$ cat config.mk
export PLATFORM = sky130hd
export DESIGN_NAME = flash_cfg_loader
export DESIGN_NICKNAME = d
export VERILOG_FILES = /design/src/rtl/cfgld_pkg.sv /design/src/rtl/cfgld_sync.sv /design/src/rtl/cfgld_half_timer.sv /design/src/rtl/cfgld_byte_pack.sv /design/src/rtl/flash_cfg_loader.sv
export SDC_FILE = /design/constraint.sdc
export NUM_CORES = 1
export LEC_CHECK = 0
export BUFFER_PORTS_ARGS = -buffer_cell sky130_fd_sc_hd__buf_2
export CAP_MARGIN = 10
export CORE_ASPECT_RATIO = 0.5
export CORE_MARGIN = 2
export CORE_UTILIZATION = 40
export DETAILED_ROUTE_END_ITERATION = 16
export PLACE_DENSITY = 0.66
export SKIP_CTS_REPAIR_TIMING = 1
export SLEW_MARGIN = 5
export SYNTH_ARGS = -nofsm -noshare
export SYNTH_HDL_FRONTEND = slang
export SYNTH_SLANG_ARGS = --single-unit
$ cat constraint.sdc
create_clock -name clk -period 5.9 [get_ports clk]
set_input_delay 0.59 -clock clk [delete_from_list [all_inputs] [get_ports clk]]
set_output_delay 0.59 -clock clk [all_outputs]
set_load 0.03 [all_outputs]
$ cat src/rtl/cfgld_pkg.sv
package cfgld_pkg;

    typedef enum logic [2:0] {
        ST_IDLE,
        ST_LOAD,
        ST_WAIT_DONE,
        ST_DELAY,
        ST_INIT,
        ST_USER
    } ld_state_e;

    localparam int CMD_BITS = 32;
    localparam logic [CMD_BITS-1:0] READ_CMD_WORD = {8'h03, 24'h000000};

endpackage

$ cat src/rtl/cfgld_sync.sv
module cfgld_sync #(
    parameter int STAGES = 2
) (
    input  logic clk,
    input  logic rst_n,
    input  logic din,
    output logic dout
);
    logic [STAGES-1:0] chain_q, chain_d;

    always_comb begin
        chain_d = {chain_q[STAGES-2:0], din};
    end

    always_ff @(posedge clk or negedge rst_n) begin
        if (!rst_n) chain_q <= '0;
        else        chain_q <= chain_d;
    end

    assign dout = chain_q[STAGES-1];
endmodule

$ cat src/rtl/cfgld_half_timer.sv
module cfgld_half_timer #(
    parameter int HALF = 2
) (
    input  logic clk,
    input  logic rst_n,
    input  logic en,
    output logic tick
);
    localparam int CW = $clog2(HALF + 1);
    localparam logic [CW-1:0] LAST = CW'(HALF - 1);

    logic [CW-1:0] cnt_q, cnt_d;

    always_comb begin
        if (!en)              cnt_d = '0;
        else if (cnt_q == LAST) cnt_d = '0;
        else                  cnt_d = cnt_q + 1'b1;
    end

    always_ff @(posedge clk or negedge rst_n) begin
        if (!rst_n) cnt_q <= '0;
        else        cnt_q <= cnt_d;
    end

    assign tick = en && (cnt_q == LAST);
endmodule

$ cat src/rtl/cfgld_byte_pack.sv
module cfgld_byte_pack (
    input  logic       clk,
    input  logic       rst_n,
    input  logic       bit_vld,
    input  logic       bit_in,
    output logic [7:0] byte_o,
    output logic       byte_vld
);
    typedef struct packed {
        logic [6:0] sr;
        logic [2:0] pos;
        logic [7:0] byte_out;
        logic       vld;
    } pack_t;

    pack_t q, d;

    always_comb begin
        d     = q;
        d.vld = 1'b0;
        if (bit_vld) begin
            d.sr  = {q.sr[5:0], bit_in};
            d.pos = q.pos + 1'b1;
            if (q.pos == 3'd7) begin
                d.byte_out = {q.sr, bit_in};
                d.vld      = 1'b1;
            end
        end
    end

    always_ff @(posedge clk or negedge rst_n) begin
        if (!rst_n) q <= '0;
        else        q <= d;
    end

    assign byte_o   = q.byte_out;
    assign byte_vld = q.vld;
endmodule

$ cat src/rtl/flash_cfg_loader.sv
module flash_cfg_loader
    import cfgld_pkg::*;
#(
    parameter int NUM_BYTES    = 16,
    parameter int SCLK_HALF    = 2,
    parameter int DELAY_CYCLES = 120,
    parameter int INIT_CYCLES  = 4436
) (
    input  logic       clk,
    input  logic       rst_n,
    input  logic       use_usr_clk,
    input  logic       usr_clk,
    input  logic       done_in,
    input  logic       miso,
    output logic       cs_n,
    output logic       sclk_o,
    output logic       sclk_oe,
    output logic       mosi_o,
    output logic       mosi_oe,
    output logic       done_oe,
    output logic [7:0] cfg_byte,
    output logic       cfg_valid,
    output logic       user_mode
);
    localparam int DATA_BITS = NUM_BYTES * 8;
    localparam int LAST_FALL = CMD_BITS + DATA_BITS;
    localparam int FALL_W    = $clog2(LAST_FALL + 1);
    localparam int CNT_MAX   = (INIT_CYCLES > DELAY_CYCLES) ? INIT_CYCLES : DELAY_CYCLES;
    localparam int CNT_W     = $clog2(CNT_MAX + 1);

    localparam logic [FALL_W-1:0] CMD_END  = FALL_W'(CMD_BITS);
    localparam logic [FALL_W-1:0] LAST_IDX = FALL_W'(LAST_FALL);
    localparam logic [CNT_W-1:0]  DLY_END  = CNT_W'(DELAY_CYCLES);
    localparam logic [CNT_W-1:0]  INIT_END = CNT_W'(INIT_CYCLES);

    typedef struct packed {
        ld_state_e             state;
        logic                  sclk;
        logic                  mosi;
        logic [CMD_BITS-1:0]   cmd_sr;
        logic [FALL_W-1:0]     fall_cnt;
        logic [CNT_W-1:0]      cnt;
        logic                  usr_sel;
        logic                  usr_prev;
    } ctl_t;

    ctl_t q, d;
    logic half_tick;
    logic done_s;
    logic usr_s;
    logic cap_bit;
    logic usr_edge;

    cfgld_half_timer #(.HALF(SCLK_HALF)) i_half_timer (
        .clk   (clk),
        .rst_n (rst_n),
        .en    (q.state == ST_LOAD),
        .tick  (half_tick)
    );

    cfgld_sync #(.STAGES(2)) i_done_sync (
        .clk   (clk),
        .rst_n (rst_n),
        .din   (done_in),
        .dout  (done_s)
    );

    cfgld_sync #(.STAGES(2)) i_usr_sync (
        .clk   (clk),
        .rst_n (rst_n),
        .din   (usr_clk),
        .dout  (usr_s)
    );

    cfgld_byte_pack i_byte_pack (
        .clk      (clk),
        .rst_n    (rst_n),
        .bit_vld  (cap_bit),
        .bit_in   (miso),
        .byte_o   (cfg_byte),
        .byte_vld (cfg_valid)
    );

    assign usr_edge = usr_s && !q.usr_prev;

    always_comb begin
        d          = q;
        cap_bit    = 1'b0;
        d.usr_prev = usr_s;
        unique case (q.state)
            ST_IDLE: begin
                d.state = ST_LOAD;
            end
            ST_LOAD: begin
                if (half_tick) begin
                    d.sclk = ~q.sclk;
                    if (q.sclk) begin
                        // a falling serial clock edge happens on this cycle
                        d.fall_cnt = q.fall_cnt + 1'b1;
                        if (q.fall_cnt < CMD_END) begin
                            d.mosi   = q.cmd_sr[CMD_BITS-1];
                            d.cmd_sr = {q.cmd_sr[CMD_BITS-2:0], 1'b0};
                        end else begin
                            d.mosi = 1'b0;
                        end
                        if (q.fall_cnt > CMD_END) cap_bit = 1'b1;
                        if (q.fall_cnt == LAST_IDX) d.state = ST_WAIT_DONE;
                    end
                end
            end
            ST_WAIT_DONE: begin
                d.sclk = 1'b1;
                d.cnt  = '0;
                if (done_s) begin
                    d.usr_sel = use_usr_clk;
                    d.state   = (use_usr_clk && DELAY_CYCLES > 0) ? ST_DELAY : ST_INIT;
                end
            end
            ST_DELAY: begin
                d.cnt = q.cnt + 1'b1;
                if (q.cnt + 1'b1 == DLY_END) begin
                    d.cnt   = '0;
                    d.state = ST_INIT;
                end
            end
            ST_INIT: begin
                if (!q.usr_sel || usr_edge) begin
                    d.cnt = q.cnt + 1'b1;
                    if (q.cnt + 1'b1 == INIT_END) d.state = ST_USER;
                end
            end
            ST_USER: begin
                d.sclk = 1'b1;
            end
            default: d.state = ST_IDLE;
        endcase
    end

    always_ff @(posedge clk or negedge rst_n) begin
        if (!rst_n) begin
            q          <= '0;
            q.state    <= ST_IDLE;
            q.sclk     <= 1'b1;
            q.cmd_sr   <= READ_CMD_WORD;
        end else begin
            q <= d;
        end
    end

    assign cs_n      = (q.state == ST_IDLE) || (q.state == ST_USER);
    assign sclk_o    = q.sclk;
    assign sclk_oe   = (q.state != ST_USER);
    assign mosi_o    = q.mosi;
    assign mosi_oe   = (q.state != ST_USER);
    assign done_oe   = (q.state == ST_IDLE) || (q.state == ST_LOAD);
    assign user_mode = (q.state == ST_USER);
endmodule

==> metrics, run 1 <==
crit path kind=flip-flop to flip-flop; Vias=2074; Synth Net Count=290; grt ovf=0; Max-slew headroom=38.30%; post-synthesis async set-or-reset flop share=100.0%; Post-synth EDFFs=0; final wirelength=5397 um; Flop pwr share=44.4%; initial core utilization=40.91%; CP arrival=2.72 ns; pins over their slew limit=0; status=finished clean; H-tree lvl count=3; power density over the cells=281.4 mW/mm^2; Filler cells=678; first drt pass iteration count=5; I/O pins=22; final worst-path cycle share=42.58%; top post-synthesis cells by area=dfrtp_1 (49%), mux2_2 (9.5%), nand2_1 (3.4%); CTS tree=yes; area of the multi-input gates=0.001267 mm^2; dpl cell area=0.003079 mm^2; Ys Warns=0; vias in the first global route=2043; setup ws final=3.388 ns; die width=125.9 um; Cell Area, Synth=0.002973 mm^2; Worst setup EP type=flip-flop; clock-pin slew on the worst setup and hold paths=0.05 ns; die area=0.008180 mm^2; DP Wirelength=3805 um; setup TNS=0 ns; die span in y=64.96 um; worst slack, placed=3.375 ns; # diodes=0; row count=22; Synth Instances=279; initial antenna violation count=0; top-area cell type share of the netlist area=48.82%; peak supply drop=131.6 uV; Worst-Skew Late Latency=0.33 ns; ANT nets after route=0; Synth Flop Type=dfrtp_1; hold depth=0; Internal Power=751.3 uW; RSZ-0062 raised after global routing=no; worst hold path startpoint=i_done_sync.chain_q[0]; f_max=398.0 MHz; worst-path fanout max=11; CP required=6.11 ns; Pleak=0.001568 uW; worst reg2reg path startpoint=q[58]; gp weighted congestion=0.8945; Yosys cell types=51; Design Power=950.6 uW; synthesis-to-finish area growth=13.64%; DRC viols=0; Final setup viols=0; vias per cell=5.291; R2R Setup Slk=3.39 ns; switching share of power=20.97%; layout cells sized above 1=25.68%; PortBufs=21; total track usage=14.71%; Comb pwr share=1.3%; switching component of the power=199.4 uW; DRT iter0 DRCs=106; Final Cell Area=0.003378 mm^2; hold crit path type=flip-flop to flip-flop; Num CTS Buffers=9; Final Hold Viols=0; max_cap viols=0; count leader, synth=dfrtp_1; worst r2r dst=i_byte_pack.byte_o[4]; hold endpoint=i_done_sync.chain_q[1]; minimum clock period=2.512 ns; synth cell count leaders=dfrtp_1 (58), nand2_1 (27), mux2_2 (25), nand3_1 (18), o21ai_0 (15); clock network fraction of total power=54.3%; Avg WL per Cell=13.77 um; CTS sink cnt=61; Avg Inst Size Synth=10.66 um^2; Max Root-Sink Buffers=2; Core Region=0.007267 mm^2; Worst Skew=0.003502 ns; nets=302; actual slew at the worst max-slew pin=0.9220 ns; register area=0.001530 mm^2; Seq cells post-synth=61; post-synth top area cell=dfrtp_1; largest net degree at the start of global routing=62; Final Util=46.49%; Worst Reg-to-Reg Cells=6; Seq/Total Area, Yosys=51.47%; Critical Path Source Type=flip-flop; clk root buf=clkbuf_16; first-pass GRT wire length=9522 um
metal layers:
metal	GRT usage, %	wire (um)	up-vias
met5	0	0	-
met4	4.945	58	0
met3	5.533	249	8
met2	25.54	2742	33
met1	17.02	2346	1033
li1	-	-	1000
worst max-delay path, cell delays in order, from the launching register on:
cell and delay (ns):
dfrtp_1 0.46, nand2b_4 0.20, nor2_1 0.13, nand3_1 0.18
nor2_1 0.76, nand2_2 0.32, mux2_2 0.35
cell families after synthesis:
family                   after synthesis  share of synthesized area [%]
AO/OA/AOI/OAI                         46                          10.14
XOR/XNOR                              11                          3.241
adder cells (fa/ha/maj)                5                          2.104
buffers and inverters                 32                          5.892
flip-flops                            61                          51.47
multiplexers                          26                          9.806
AND/OR/NAND/NOR                       98                          17.34
layout make-up:
type / instances / share of cell area, %
Sequential cell: 61 / 45.30
Multi-Input combinational cell: 186 / 37.52
Clock buffer: 9 / 6.667
Timing Repair Buffer: 24 / 3.778
Tap cell: 96 / 3.556
Clock inverter: 7 / 2.185
Inverter: 9 / 1.000
registers in the layout (all words and copies together), names as in the netlist:
signal / count
i_byte_pack.byte_o: 8
i_byte_pack.byte_vld: 1
i_byte_pack.q: 10
i_done_sync.chain_q: 2
i_half_timer.cnt_q: 2
i_usr_sync.chain_q: 2
mosi_o: 1
q: 34
sclk_o: 1
metrics by stage:
step                hold slack, ns  cells
floorplan                   0.2944    279
global placement            0.3383    376
detailed placement          0.3413    376
CTS                         0.3543    392
global route                0.3616    392
finish                      0.3542    392
cell usage in the layout (no fill, tap or decap), types with 5 or more instances in the layout:
cell type  synthesis  routed
buf_2              8      21
mux2_2            25      25
inv_1              9       9
xnor2_1            8       8
clkbuf_16          0       9
o21ai_0           15      15
and3_1             6       6
ha_1               5       5
nor2_1            13      13
nor3_1            11      11
dfrtp_1           58      58
nand2_1           27      27
a21oi_1            8       8
o211ai_1           6       6
nand3_1           18      18
how the worst max path moves through the flow:
stage | from | end | slack (ns) | depth (start not counted)
floorplan | q[59] | user_mode | 3.91 | 4
global placement | q[58] | i_byte_pack.byte_o[2] | 3.51 | 6
detailed placement | q[58] | i_byte_pack.byte_o[4] | 3.37 | 6
CTS | q[58] | i_byte_pack.byte_o[4] | 3.36 | 6
global route | q[57] | i_byte_pack.byte_o[6] | 3.19 | 6
finish | q[58] | i_byte_pack.byte_o[4] | 3.39 | 6
power by group through the flow:
stage	clock network [uW]	registers (uW)	logic [uW]
floorplan	0	429	2.47
global placement	0	430	13.0
detailed placement	0	430	13.3
CTS	526	422	13.4
global route	549	422	14.8
finish	516	422	12.5
Power figures use the tool's default switching activity.
==> inputs of run 2 (changes only) <==
- PLACE_DENSITY: 0.66 -> 0.68
- clock period: 5.9 -> 2.2 ns (I/O delays scaled with it)
==> run 2 against run 1 <==
Compared with the run above: flip-flop and latch count unchanged; power increased to 2.8 times the previous value; via count increased by 3.9%; sequential power increased to 2.7 times the previous value; first-iteration DRC count increased by 61%; combinational power increased to 3.3 times the previous value; count of clock-buffer cells in the layout unchanged; critical endpoint is now i_byte_pack.byte_o[7]; largest power group unchanged.
==> metrics, run 2 (synthesized netlist as in run 1, its figures left out) <==
status=finished clean; Core Region=0.007267 mm^2; register area=0.001531 mm^2; I/O pins=22; Final Cell Area=0.003562 mm^2; CP arrival=2.30 ns; CTS sink cnt=61; synthesis-to-finish area growth=19.82%; minimum clock period=2.096 ns; die span in y=64.96 um; ANT nets after route=0; dpl cells=389; clock-pin slew on the worst setup and hold paths=0.06 ns; max_cap viols=0; CP required=2.41 ns; Worst Skew=0.004951 ns; actual slew at the worst max-slew pin=0.6801 ns; Worst setup EP type=flip-flop; dpl cell area=0.003189 mm^2; CTS tree=yes; first drt pass iteration count=4; Worst-Skew Late Latency=0.33 ns; first-pass GRT wire length=9763 um; Pleak=0.001661 uW; largest net degree at the start of global routing=34; gp weighted congestion=0.8668; Design Power=2680 uW; met2 WL=2891 um; # diodes=0; DRT iter0 DRCs=171; R2R Setup Slk=0.10 ns; worst reg2reg path startpoint=q[15]; Met1 Wirelength=2547 um; Filler cells=633; initial core utilization=40.91%; Vias=2154; max FFs per register=34; Final Hold Viols=0; power density over the cells=752.3 mW/mm^2; H-tree lvl count=3; peak supply drop=416.6 uV; clk root buf=clkbuf_16; final cell count without fillers=409; PortBufs=21; final worst-path cycle share=95.25%; worst-path fanout max=5; highest routed metal layer=met4; Max-slew headroom=54.66%; Final setup viols=0; WHS=0.1623 ns; pins over their slew limit=0; met3 wire length=282 um; crit path from=q[15]; row count=22; Avg WL per Cell=14.17 um; commonest cells after routing, fill and taps aside=dfrtp_1 (57), nand2_1 (28), mux2_2 (25); vias in the first global route=2136; DP Wirelength=3981 um; f_max=477.2 MHz; die width=125.9 um; grt ovf=0; area of the multi-input gates=0.001286 mm^2; DRC viols=0; initial antenna violation count=0; Biggest register=q; Critical Path Source Type=flip-flop; worst hold path startpoint=miso; vias per cell=5.267; Num CTS Buffers=9; commonest non-fill, non-tap cell in the layout=dfrtp_1; hold crit path type=input port to flip-flop; crit path kind=flip-flop to flip-flop; total track usage=15.08%; layout cells sized above 1=29.71%; final wirelength=5797 um; Max Root-Sink Buffers=2; die area=0.008180 mm^2; nets=319
-- run 2: where the power goes --
part / total, uW / switching [uW] / internal [uW]
Sequential: 1130 / 2.77 / 1130
Combinational: 40.7 / 27.9 / 12.8
Clock: 1510 / 511 / 996
-- run 2: layout make-up --
cell class                 instances  area share (%)
clock buffer                       9           6.322
clock inverter                     7           2.740
inverter                           9          0.9484
multi-input combinational        187           36.11
sequential                        61           42.99
tap                               96           3.372
timing repair buffer              40           7.517
-- run 2: worst paths after layout --
path,endpoint,cells past startpoint
hold / removal,i_byte_pack.byte_o[0],2
setup reg to reg,i_byte_pack.byte_o[7],7
min in group asynchronous,q[51],2
setup / recovery,i_byte_pack.byte_o[7],7
hold reg to reg,i_done_sync.chain_q[1],0
max in group asynchronous,sclk_o,3
-- run 2: metal layers --
layer  track usage [%]  vias up
met2             25.13       49
met5                 0        -
met1             17.86     1055
met4             6.593        0
li1                  -     1041
met3             5.367        9
-- run 2: per-stage QoR --
stage	utilization [%]	setup slack, ns	TNS, ns
after floorplan	-	0.2424	0
after global placement	43.89	0.1296	0
after detailed placement	43.89	0.05956	0
after CTS	48.33	0.02640	0
after global routing	49.02	-0.002720	-0.002720
final	49.02	0.1044	0
-- run 2: worst max-delay path, cell delays in order (launching register included) --
cell      delay (ns)
dfrtp_1         0.39
inv_1           0.10
ha_1            0.16
or4b_4          0.47
a211oi_2        0.23
nor2_1          0.11
nand2_2         0.16
mux2_2          0.35
==> inputs of run 3 (changes only) <==
==> constraint.sdc (replaced) <==
create_clock -name clk -period 2.2 [get_ports clk]
set_input_delay 0.11 -clock clk [delete_from_list [all_inputs] [get_ports clk]]
set_output_delay 0.11 -clock clk [all_outputs]
set_load 0.03 [all_outputs]
==> run 3 against run 2 <==
Compared with the run above: clock power is 9% lower; combinational power fell by 3%; sequential share of layout area grew 0.26 points; register-to-register slack gained 0.02 ns; clock skew increased by 0.0012 ns; first-iteration DRC count is 30% lower; utilization is 0.29 points lower; via count is 0.23% lower; critical path depth is the same; non-clock buffer count up 1; power is 4.6% lower; die area unchanged; critical endpoint is now i_byte_pack.q[17]; largest power group unchanged.
==> metrics, run 3 (synthesized netlist as in run 1, its figures left out) <==
Final Hold Viols=0; f_max=482.4 MHz; CTS tree=yes; max_cap viols=0; die width=125.9 um; # diodes=0; PortBufs=21; clock network fraction of total power=54.2%; DRC viols=0; max FFs per register=34; Worst-Skew Late Latency=0.32 ns; CP required=2.41 ns; peak supply drop=369.8 uV; die area=0.008180 mm^2; Flop pwr share=44.3%; Avg WL per Cell=14.26 um; synthesis-to-finish area growth=19.11%; Max Root-Sink Buffers=2; Biggest register=q; initial antenna violation count=0; RSZ-0062 raised after global routing=no; met2 WL=2933 um; minimum clock period=2.073 ns; nets=320; Vias=2149; CTS sink cnt=61; setup ws final=0.1269 ns; Met1 Wirelength=2611 um; ANT nets after route=0; Critical Path Source Type=flip-flop; H-tree lvl count=3; clk root buf=clkbuf_16; worst slack, placed=0.04616 ns; gp weighted congestion=0.8645; largest net degree at the start of global routing=36; dpl cells=390; vias in the first global route=2130; Filler cells=673; Max-slew headroom=48.14%; WHS=0.04202 ns; initial core utilization=40.91%; final worst-path cycle share=94.23%; final cell count without fillers=410; Num CTS Buffers=9; setup TNS=0 ns; total track usage=15.54%; Core Region=0.007267 mm^2; switching share of power=20.84%; crit path kind=flip-flop to flip-flop; met3 wire length=228 um; actual slew at the worst max-slew pin=0.7780 ns; Design Power=2557 uW; highest routed metal layer=met4; die span in y=64.96 um; worst-path fanout max=10; I/O pins=22; commonest non-fill, non-tap cell in the layout=dfrtp_1; Worst setup EP type=flip-flop; hold crit path type=input port to flip-flop; first-pass GRT wire length=10120 um; status=finished clean; layout cells sized above 1=29.94%; power density over the cells=722.1 mW/mm^2; Worst Skew=0.006110 ns; clock-pin slew on the worst setup and hold paths=0.06 ns; row count=22; DRT iter0 DRCs=120; vias per cell=5.241; grt ovf=0; Pleak=0.001663 uW; CP arrival=2.28 ns; final wirelength=5845 um; Comb pwr share=1.5%; switching component of the power=532.8 uW; first drt pass iteration count=4; Final setup viols=0; commonest cells after routing, fill and taps aside=dfrtp_1 (57), nand2_1 (27), mux2_2 (25); DP Wirelength=4078 um; Internal Power=2024 uW; pins over their slew limit=0
==> run 3: path summary, 6_finish.rpt <==
check	slack, ns	depth (start not counted)	from	end
worst max-delay path	0.13	7	q[15]	i_byte_pack.q[17]
worst min-delay path	0.04	2	miso	i_byte_pack.byte_o[0]
worst max register to register	0.13	7	q[15]	i_byte_pack.q[17]
worst min register to register	0.35	0	i_done_sync.chain_q[0]	i_done_sync.chain_q[1]
max in group asynchronous	1.05	3	rst_n	q[16]
min in group asynchronous	0.41	2	rst_n	q[17]
==> run 3: per-stage QoR <==
step                utilization (%)  area (um^2)
global placement              43.82         3184
finish                        48.73         3541
floorplan                         -         2973
global route                  48.73         3541
CTS                           47.95         3485
detailed placement            43.82         3184
==> run 3: cell type report <==
type                    count  area (um^2)  share of cell area [%]
well taps                  96        120.1                   3.392
inverters                   9        33.78                  0.9541
clock buffers              10        229.0                   6.466
repair buffers             41        262.8                   7.420
clock inverters             6        71.32                   2.014
flip-flops and latches     61         1531                   43.25
multi-input cells         187         1292                   36.50
==> run 3: routing by layer <==
layer	vias to the layer above	GRT usage, %
li1	1036	-
met1	1068	18.81
met2	37	25.87
met3	8	5.533
met4	0	5.769
met5	-	0
==> run 3: power by group through the flow <==
stage	Combinational (uW)	Clock [uW]	Sequential, uW
after floorplan	6.61	0	1150
after global placement	36.2	0	1150
after detailed placement	37.8	0	1150
after CTS	37.8	1410	1130
after global routing	46.0	1480	1130
final	39.4	1380	1130
==> run 3: worst max-delay path, stage by stage, from the launching register on <==
cell	delay [ns]
dfrtp_1	0.39
inv_1	0.10
ha_1	0.15
or4b_1	0.47
a211oi_2	0.27
nor2_2	0.10
buf_4	0.20
mux2_2	0.28
